## config.mk

```make
export PLATFORM = sky130hd
export DESIGN_NAME = qos_arb
export DESIGN_NICKNAME = d
export VERILOG_FILES = /design/src/rtl/qos_arb_pkg.sv /design/src/rtl/qos_arb_contend.sv /design/src/rtl/qos_arb_lat_quota.sv /design/src/rtl/qos_arb_lower_rr.sv /design/src/rtl/qos_arb.sv
export SDC_FILE = /design/constraint.sdc
export NUM_CORES = 1
export LEC_CHECK = 0
export ABC_AREA = 1
export ABC_CLOCK_PERIOD_IN_PS = 2100
export BUFFER_PORTS_ARGS = -buffer_cell sky130_fd_sc_hd__buf_2
export CORE_UTILIZATION = 45
export DETAILED_ROUTE_END_ITERATION = 8
export HOLD_SLACK_MARGIN = 0.03
export PLACE_DENSITY = 0.77
export SLEW_MARGIN = 5
export SYNTH_ARGS = -nofsm -noshare
export SYNTH_HDL_FRONTEND = slang
export SYNTH_SLANG_ARGS = --single-unit
```

## constraint.sdc

```tcl
create_clock -name clk_i -period 2.1 [get_ports clk_i]
set_input_delay 0.42 -clock clk_i [delete_from_list [all_inputs] [get_ports clk_i]]
set_output_delay 0.42 -clock clk_i [all_outputs]
set_load 0.05 [all_outputs]
```

## src/rtl/qos_arb_pkg.sv

```systemverilog
package qos_arb_pkg;
  localparam int unsigned NUM_CLS = 3;

  typedef enum logic [1:0] {
    CLS_LAT = 2'd0,
    CLS_BW  = 2'd1,
    CLS_INS = 2'd2
  } qos_cls_e;
endpackage

```

## src/rtl/qos_arb_contend.sv

```systemverilog
module qos_arb_contend #(
  parameter int unsigned N_REQ = 3
) (
  input  logic [N_REQ-1:0] valid_i,
  output logic             any_o,
  output logic             contend_o
);
  localparam int unsigned CW = $clog2(N_REQ + 1);

  logic [CW-1:0] pop;

  always_comb begin
    pop = '0;
    for (int k = 0; k < int'(N_REQ); k++) begin
      pop = pop + CW'(valid_i[k]);
    end
  end

  assign any_o     = |valid_i;
  assign contend_o = pop >= CW'(2);
endmodule

```

## src/rtl/qos_arb_lat_quota.sv

```systemverilog
module qos_arb_lat_quota #(
  parameter int unsigned CNT_W = 4
) (
  input  logic             clk_i,
  input  logic             rst_ni,
  input  logic             contend_i,
  input  logic             lat_fire_i,
  input  logic             turn_end_i,
  input  logic [CNT_W-1:0] quota_i,
  output logic             open_o
);
  logic [CNT_W-1:0] used_q;

  always_ff @(posedge clk_i or negedge rst_ni) begin
    if (!rst_ni) begin
      used_q <= '0;
    end else if (!contend_i || turn_end_i) begin
      used_q <= '0;
    end else if (lat_fire_i && (used_q != '1)) begin
      used_q <= used_q + CNT_W'(1);
    end
  end

  assign open_o = used_q < quota_i;
endmodule

```

## src/rtl/qos_arb_lower_rr.sv

```systemverilog
module qos_arb_lower_rr #(
  parameter int unsigned CNT_W = 4
) (
  input  logic             clk_i,
  input  logic             rst_ni,
  input  logic             contend_i,
  input  logic             bw_valid_i,
  input  logic             bw_fire_i,
  input  logic             ins_fire_i,
  input  logic [CNT_W-1:0] burst_len_i,
  output logic             burst_hold_o,
  output logic             prefer_ins_o,
  output logic             turn_end_o
);
  logic [CNT_W-1:0] left_q;
  logic             ptr_q;
  logic             active;
  logic             last_bw;
  logic             early_end;
  logic [CNT_W-1:0] first_left;

  assign active     = left_q != '0;
  assign first_left = (burst_len_i > CNT_W'(1)) ? burst_len_i - CNT_W'(1) : '0;
  assign last_bw    = bw_fire_i && (active ? (left_q == CNT_W'(1))
                                           : (burst_len_i <= CNT_W'(1)));
  assign early_end  = contend_i && active && !bw_valid_i;

  always_ff @(posedge clk_i or negedge rst_ni) begin
    if (!rst_ni) begin
      left_q <= '0;
      ptr_q  <= 1'b0;
    end else if (!contend_i) begin
      left_q <= '0;
    end else if (bw_fire_i) begin
      left_q <= active ? left_q - CNT_W'(1) : first_left;
      if (last_bw) ptr_q <= 1'b1;
    end else if (ins_fire_i) begin
      left_q <= '0;
      ptr_q  <= 1'b0;
    end else if (early_end) begin
      left_q <= '0;
      ptr_q  <= 1'b1;
    end
  end

  assign burst_hold_o = contend_i && active && bw_valid_i;
  assign prefer_ins_o = ptr_q;
  assign turn_end_o   = last_bw || ins_fire_i || early_end;
endmodule

```

## src/rtl/qos_arb.sv

```systemverilog
module qos_arb
  import qos_arb_pkg::*;
#(
  parameter int unsigned CNT_W = 4
) (
  input  logic             clk_i,
  input  logic             rst_ni,
  input  logic [2:0]       req_valid_i,
  input  logic             ready_i,
  input  logic [CNT_W-1:0] lat_quota_i,
  input  logic [CNT_W-1:0] bw_burst_i,
  output logic [2:0]       gnt_o,
  output logic             gnt_valid_o,
  output logic [1:0]       gnt_class_o
);
  logic     any_req;
  logic     contend;
  logic     lat_open;
  logic     burst_hold;
  logic     prefer_ins;
  logic     turn_end;
  logic     fire;
  qos_cls_e sel;

  qos_arb_contend #(.N_REQ(NUM_CLS)) u_contend (
    .valid_i   (req_valid_i),
    .any_o     (any_req),
    .contend_o (contend)
  );

  always_comb begin
    sel = CLS_LAT;
    if (!contend) begin
      if (req_valid_i[CLS_LAT])     sel = CLS_LAT;
      else if (req_valid_i[CLS_BW]) sel = CLS_BW;
      else                          sel = CLS_INS;
    end else if (burst_hold) begin
      sel = CLS_BW;
    end else if (req_valid_i[CLS_LAT] && lat_open) begin
      sel = CLS_LAT;
    end else if (req_valid_i[CLS_BW] && req_valid_i[CLS_INS]) begin
      sel = prefer_ins ? CLS_INS : CLS_BW;
    end else if (req_valid_i[CLS_BW]) begin
      sel = CLS_BW;
    end else begin
      sel = CLS_INS;
    end
  end

  assign fire = ready_i && any_req;

  for (genvar g = 0; g < NUM_CLS; g++) begin : g_gnt
    assign gnt_o[g] = fire && (sel == qos_cls_e'(g));
  end

  assign gnt_valid_o = fire;
  assign gnt_class_o = fire ? sel : 2'd0;

  qos_arb_lat_quota #(.CNT_W(CNT_W)) u_quota (
    .clk_i      (clk_i),
    .rst_ni     (rst_ni),
    .contend_i  (contend),
    .lat_fire_i (contend && gnt_o[CLS_LAT]),
    .turn_end_i (turn_end),
    .quota_i    (lat_quota_i),
    .open_o     (lat_open)
  );

  qos_arb_lower_rr #(.CNT_W(CNT_W)) u_lower (
    .clk_i        (clk_i),
    .rst_ni       (rst_ni),
    .contend_i    (contend),
    .bw_valid_i   (req_valid_i[CLS_BW]),
    .bw_fire_i    (contend && gnt_o[CLS_BW]),
    .ins_fire_i   (contend && gnt_o[CLS_INS]),
    .burst_len_i  (bw_burst_i),
    .burst_hold_o (burst_hold),
    .prefer_ins_o (prefer_ins),
    .turn_end_o   (turn_end)
  );
endmodule

```

=== Word-level counts from Yosys, hierarchy flattened ===
Index checks and enable logic that the tools add are counted.
Widths: inputs -> output; s select.

* Flip-flop bits (word level): 9
* Input bits: 14
* Output and inout port bits: 6
* Logic and storage cells: 64

* Add/subtract/negate cells: 5
* Magnitude comparators: 4
* Equality and inequality tests: 6
* Muxes and demuxes: 21
* Reduce and logical (&&, ||, !) cells: 25

{| class="wikitable"
|+ Operators by type and width
! kind !! number
|-
| $mux 4 || 8
|-
| $mux 2 || 8
|-
| $logic_and 1x1->1 || 14
|-
| $sub 4x1->4 const B || 2
|-
| $mux 1 || 5
|-
| $add 4x1->4 const B || 1
|-
| $eq 4x1->1 const B || 1
|-
| $gt 4x1->1 const B || 1
|-
| $le 4x1->1 const B || 1
|-
| $lt 4x4->1 || 1
|-
| $ne 4x1->1 const B || 1
|-
| $ne 4x4->1 const B || 1
|-
| $reduce_bool 4->1 || 1
|-
| $logic_or 1x1->1 || 3
|-
| $reduce_and 3->1 || 1
|-
| $reduce_bool 3->1 || 1
|-
| $reduce_or 3->1 || 1
|-
| $add 1x1->2 || 1
|-
| $add 2x1->2 || 1
|-
| $eq 2x1->1 const B || 1
|-
| $eq 2x2->1 const B || 1
|-
| $ge 2x2->1 const B || 1
|-
| $logic_not 1->1 || 2
|-
| $logic_not 2->1 || 1
|-
| 2 further kinds || 2
|}

=== Logic depth before layout (Yosys ltp) ===
* Depth in word-level cells: 15
* Gate-level depth with buffers: 13
* Gate-level depth less buffers: 13

=== Modules after synthesis ===
Synthesis repeated with hierarchy kept, for this count alone.

* Cell total of the unflattened synthesis: 149
* Area total of the unflattened synthesis: 1016.0 um^2

{| class="wikitable"
|+ By module, submodules not included
! module !! instances !! cells each !! area each (um^2) !! sequential area each (um^2)
|-
| qos_arb_lower_rr || 1 || 75 || 523.0 || 125.1
|-
| qos_arb_lat_quota || 1 || 39 || 325.3 || 100.1
|-
| qos_arb || 1 || 28 || 132.6 || 0.0
|-
| qos_arb_contend || 1 || 7 || 35.0 || 0.0
|}

=== Worst setup path after synthesis ===
Ideal clock, no wire load.

* Path type: input -> output
* From: in req_valid_i[0]
* To: out gnt_class_o[0]
* Arrival: 1879 ps
* Setup slack: -199 ps
* Cell stages on the path: 7
* Path buffers: 0
* Cell sequence: ha_1 nand2_2 nand2_4 nand3_2 nand3_2 nand2_2 a21oi_1

* Word-level cells in the longest chain between the ends: 8
* Elaborated cells on any way between the ends: 13

{| class="wikitable"
|+ RTL lines
! what !! RTL line !! RTL
|-
| start, declared || qos_arb.sv:8 || <nowiki>input logic [2:0] req_valid_i,</nowiki>
|-
| $add 1x1->2 || qos_arb_contend.sv:15 || <nowiki>pop = pop + CW'(valid_i[k]);</nowiki>
|-
| $add 2x1->2 || qos_arb_contend.sv:15 ||
|-
| $ge 2x2->1 || qos_arb_contend.sv:20 || <nowiki>assign contend_o = pop >= CW'(2);</nowiki>
|-
| $logic_and 1x1->1 (2 in series) || qos_arb_lower_rr.sv:46 || <nowiki>assign burst_hold_o = contend_i && active && bw_valid_i;</nowiki>
|-
| $mux 2 || qos_arb.sv:37 || <nowiki>end else if (burst_hold) begin</nowiki>
|-
| $mux 2 || qos_arb.sv:33 || <nowiki>if (!contend) begin</nowiki>
|-
| $mux 2 * || qos_arb.sv:57 || <nowiki>assign gnt_class_o = fire ? sel : 2'd0;</nowiki>
|-
| end, declared || qos_arb.sv:14 || <nowiki>output logic [1:0] gnt_class_o</nowiki>
|}

Every way passes the cells marked *; elsewhere a longest branch is shown, timed or not.

=== Worst setup path in the final report ===
* From: reg u_quota.used_q[2]
* To: out gnt_o[0]

* Word-level cells in the longest chain between the ends: 7

{| class="wikitable"
|+ RTL lines
! what !! RTL line !! RTL
|-
| start, declared || qos_arb_lat_quota.sv:12 || <nowiki>logic [CNT_W-1:0] used_q;</nowiki>
|-
| start signal, assigned || qos_arb_lat_quota.sv:20 || <nowiki>used_q <= used_q + CNT_W'(1);</nowiki>
|-
| $lt 4x4->1 || qos_arb_lat_quota.sv:24 || <nowiki>assign open_o = used_q < quota_i;</nowiki>
|-
| $logic_and 1x1->1 || qos_arb.sv:39 || <nowiki>end else if (req_valid_i[CLS_LAT] && lat_open) begin</nowiki>
|-
| $mux 2 || qos_arb.sv:39 ||
|-
| $mux 2 || qos_arb.sv:37 ||
|-
| $mux 2 || qos_arb.sv:33 ||
|-
| $logic_not 2->1 || qos_arb.sv:53 || <nowiki>assign gnt_o[g] = fire && (sel == qos_cls_e'(g));</nowiki>
|-
| $logic_and 1x1->1 || qos_arb.sv:53 ||
|-
| end, declared || qos_arb.sv:12 || <nowiki>output logic [2:0] gnt_o,</nowiki>
|}

No other way between the ends.

==> flow_metrics.tcl <==
set metrics [dict create \
    grt_pass1_vias 878 \
    grt-ovfl-total 0 \
    num_antenna_cells 0 \
    gp_congestion 0.9022 \
    grt_pass1_wl_mm 3.546 \
    clock-sinks 9 \
    rows 16 \
    nets 200 \
    cts-htree-levels 1 \
    fin_util_pct 68.18 \
    route.detailed.drc 0 \
    antenna_left 0 \
    initial_core_util_pct 48.55 \
    core_mm2 0.001982 \
    reg2reg_depth 14 \
    cts_buffer_depth 2 \
    peakVddDrop_mv 0.4150 \
    end_kind "primary output" \
    total_power_uw 637.9 \
    crit_type "reg2out" \
    dieArea_mm2 0.002327 \
    tightest_slew_ns 0.2965 \
    syn_area_per_cell_um2 7.075 \
    clockRootBuffer "clkbuf_4" \
    synth_area_leader_cell "dfrtp_1" \
    netlist.area_leader.share_pct 23.41 \
    startpoint_type "register" \
    cp.required_ns 1.68 \
    p_per_area_mw_per_mm2 472.1 \
    final_cell_area_mm2 0.001351 \
    ys_seq_area_share_pct 23.41 \
    path_clk_slew_ns 0.05 \
    antenna_found_initial 0 \
    r2r_end "u_lower.left_q[0]$_DFFE_PN0P_" \
    regToRegSetupSlack_ns 0.04 \
    final_cells 202 \
    ios 20 \
    cts_buffers 3 \
    clock.fmax_ghz 0.4642 \
    ys_warn_count 0 \
    wirelength_mm 2.395 \
    finalClockSkew_ns 0.0003383 \
    cp-startpoint "u_quota.used_q[2]$_DFFE_PN0P_" \
    dpl.hpwl_mm 1.804 \
    port-buffer-count 19 \
    power_leakage_uw 0.0007325 \
    most-common-layout-cells "nand2_1 (28), inv_1 (23), buf_4 (15), buf_2 (14), nand3_1 (12)" \
    dp_cells 191 \
    grt.total_usage_pct 22.02 \
    clk_latency_ns 0.25 \
    drt-pass1-iter-count 4 \
    slew_headroom_pct 80.15 \
    drv_slew 0 \
    die_x_um 48.24 \
    drt-wirelength-per-cell_um 11.86 \
    hold_path_class "in2async" \
    outcome "complete, but fails checks" \
    num_vias 984 \
    setup_violations 4 \
    fin_hold_ws_ns 0.5370 \
    syn-num-nets 160 \
    rsz0062_at_grt "true" \
    final_common_cell "nand2_1" \
    dieHeight_um 48.24 \
    path_max_fanout 5 \
    area_growth_pct 40.44 \
    yosys-top-cells-area "dfrtp_1 (23%), ha_1 (13%), nand2_1 (12%)" \
    first_iter_violations 21 \
    worstReg2RegStart "u_quota.used_q[2]$_DFFE_PN0P_" \
    violations "setup timing" \
    max-cap-violations 0 \
    avgViaCountPerCell 4.871 \
    synth.distinct_cells 25 \
    synthCells 136 \
    critical_path_arrival_ns 1.73 \
    min_period_over_period_pct 102.6 \
    endpoint "gnt_o[0]" \
    setup_slack_ns -0.05423 \
    cts_tree "yes" \
    grt_max_degree 10 \
    drive_gt1_share_pct 37.71 \
    min_period_ns 2.154 \
    final_hold_viol_count 0 \
    place_area_mm2 0.001159 \
    ys_ff_latch 9 \
    synth_area_um2 962.2 \
]
-- cells in the mapped netlist (all sizes together) --
master  count
nand3      16
o22ai       2
o31ai       2
nor2       14
nor3        3
xnor2       4
dfrtp       9
o21a        1
a21oi       5
o211ai      1
a21boi      1
ha         10
inv        27
and3        1
nand2      35
o21ai       2
o221ai      1
nand4       2
-- cell type report --
cell class                 instances  area [µm²]
multi-input combinational        100       700.7
fill                             157       630.6
timing repair buffer              35       260.3
sequential                         9       226.5
inverter                          27       103.9
tap                               27       33.78
clock buffer                       4       26.28
-- flip-flops by register name, indices dropped and copies added, names as in the netlist --
signal / cells
u_lower.left_q: 4
u_lower.prefer_ins_o: 1
u_quota.used_q: 4
-- stage by stage --
step	setup TNS, ns	worst slack (ns)
after floorplan	-0.3978	-0.1989
after global placement	0	0.004613
after CTS	-0.2973	-0.08499
after detailed placement	-0.04330	-0.02503
final	-0.1195	-0.05423
after global routing	-0.6822	-0.1325
-- logic make-up after synthesis --
family | after synthesis | synth area share [%]
simple gates | 71 | 38.10
buf+inv | 27 | 10.53
compound gates | 15 | 11.31
fa+ha+maj | 10 | 13.00
flops | 9 | 23.41
xor+xnor | 4 | 3.641
-- power by group --
group	internal, µW	switching (µW)
clock	72.6	51.2
sequential	188	12.7
combinational	129	185
total	389	249
-- layer usage --
layer	share of wire (%)	vias to the layer above	wire [µm]	track usage (%)
met4	0.50	0	12	10.00
met3	2.8	2	66	1.481
met1	45	449	1074	29.72
met5	0	-	0	0
met2	52	19	1243	36.00
li1	-	514	-	-
-- worst max-delay path: stages (launching register included) --
cell and delay [ns]:
dfrtp_2 0.44, ha_1 0.28, nand2_1 0.08, inv_1 0.07, nand2_2 0.08, nand3_1 0.09
nand2_1 0.07, nand2_1 0.08, nor2_4 0.14, buf_8 0.15
-- worst min-delay path by stage --
stage,from,end,slack [ns],cells past startpoint
floorplan,rst_ni,u_lower.left_q[0]$_DFFE_PN0P_,0.12,0
finish,rst_ni,u_lower.left_q[2]$_DFFE_PN0P_,0.54,2
detailed placement,rst_ni,u_lower.left_q[3]$_DFFE_PN0P_,0.27,1
global placement,rst_ni,u_lower.left_q[0]$_DFFE_PN0P_,0.27,1
global route,rst_ni,u_lower.left_q[3]$_DFFE_PN0P_,0.54,2
CTS,rst_ni,u_lower.left_q[3]$_DFFE_PN0P_,0.53,2
-- repair_timing --
item	CTS	global route
resized for setup	10	21
hold buffers	1	0
setup endpoints to repair	5	5
hold endpoints to repair	9	0
buffers inserted	2	4
pin swaps	0	4
Power figures use the tool's default switching activity.
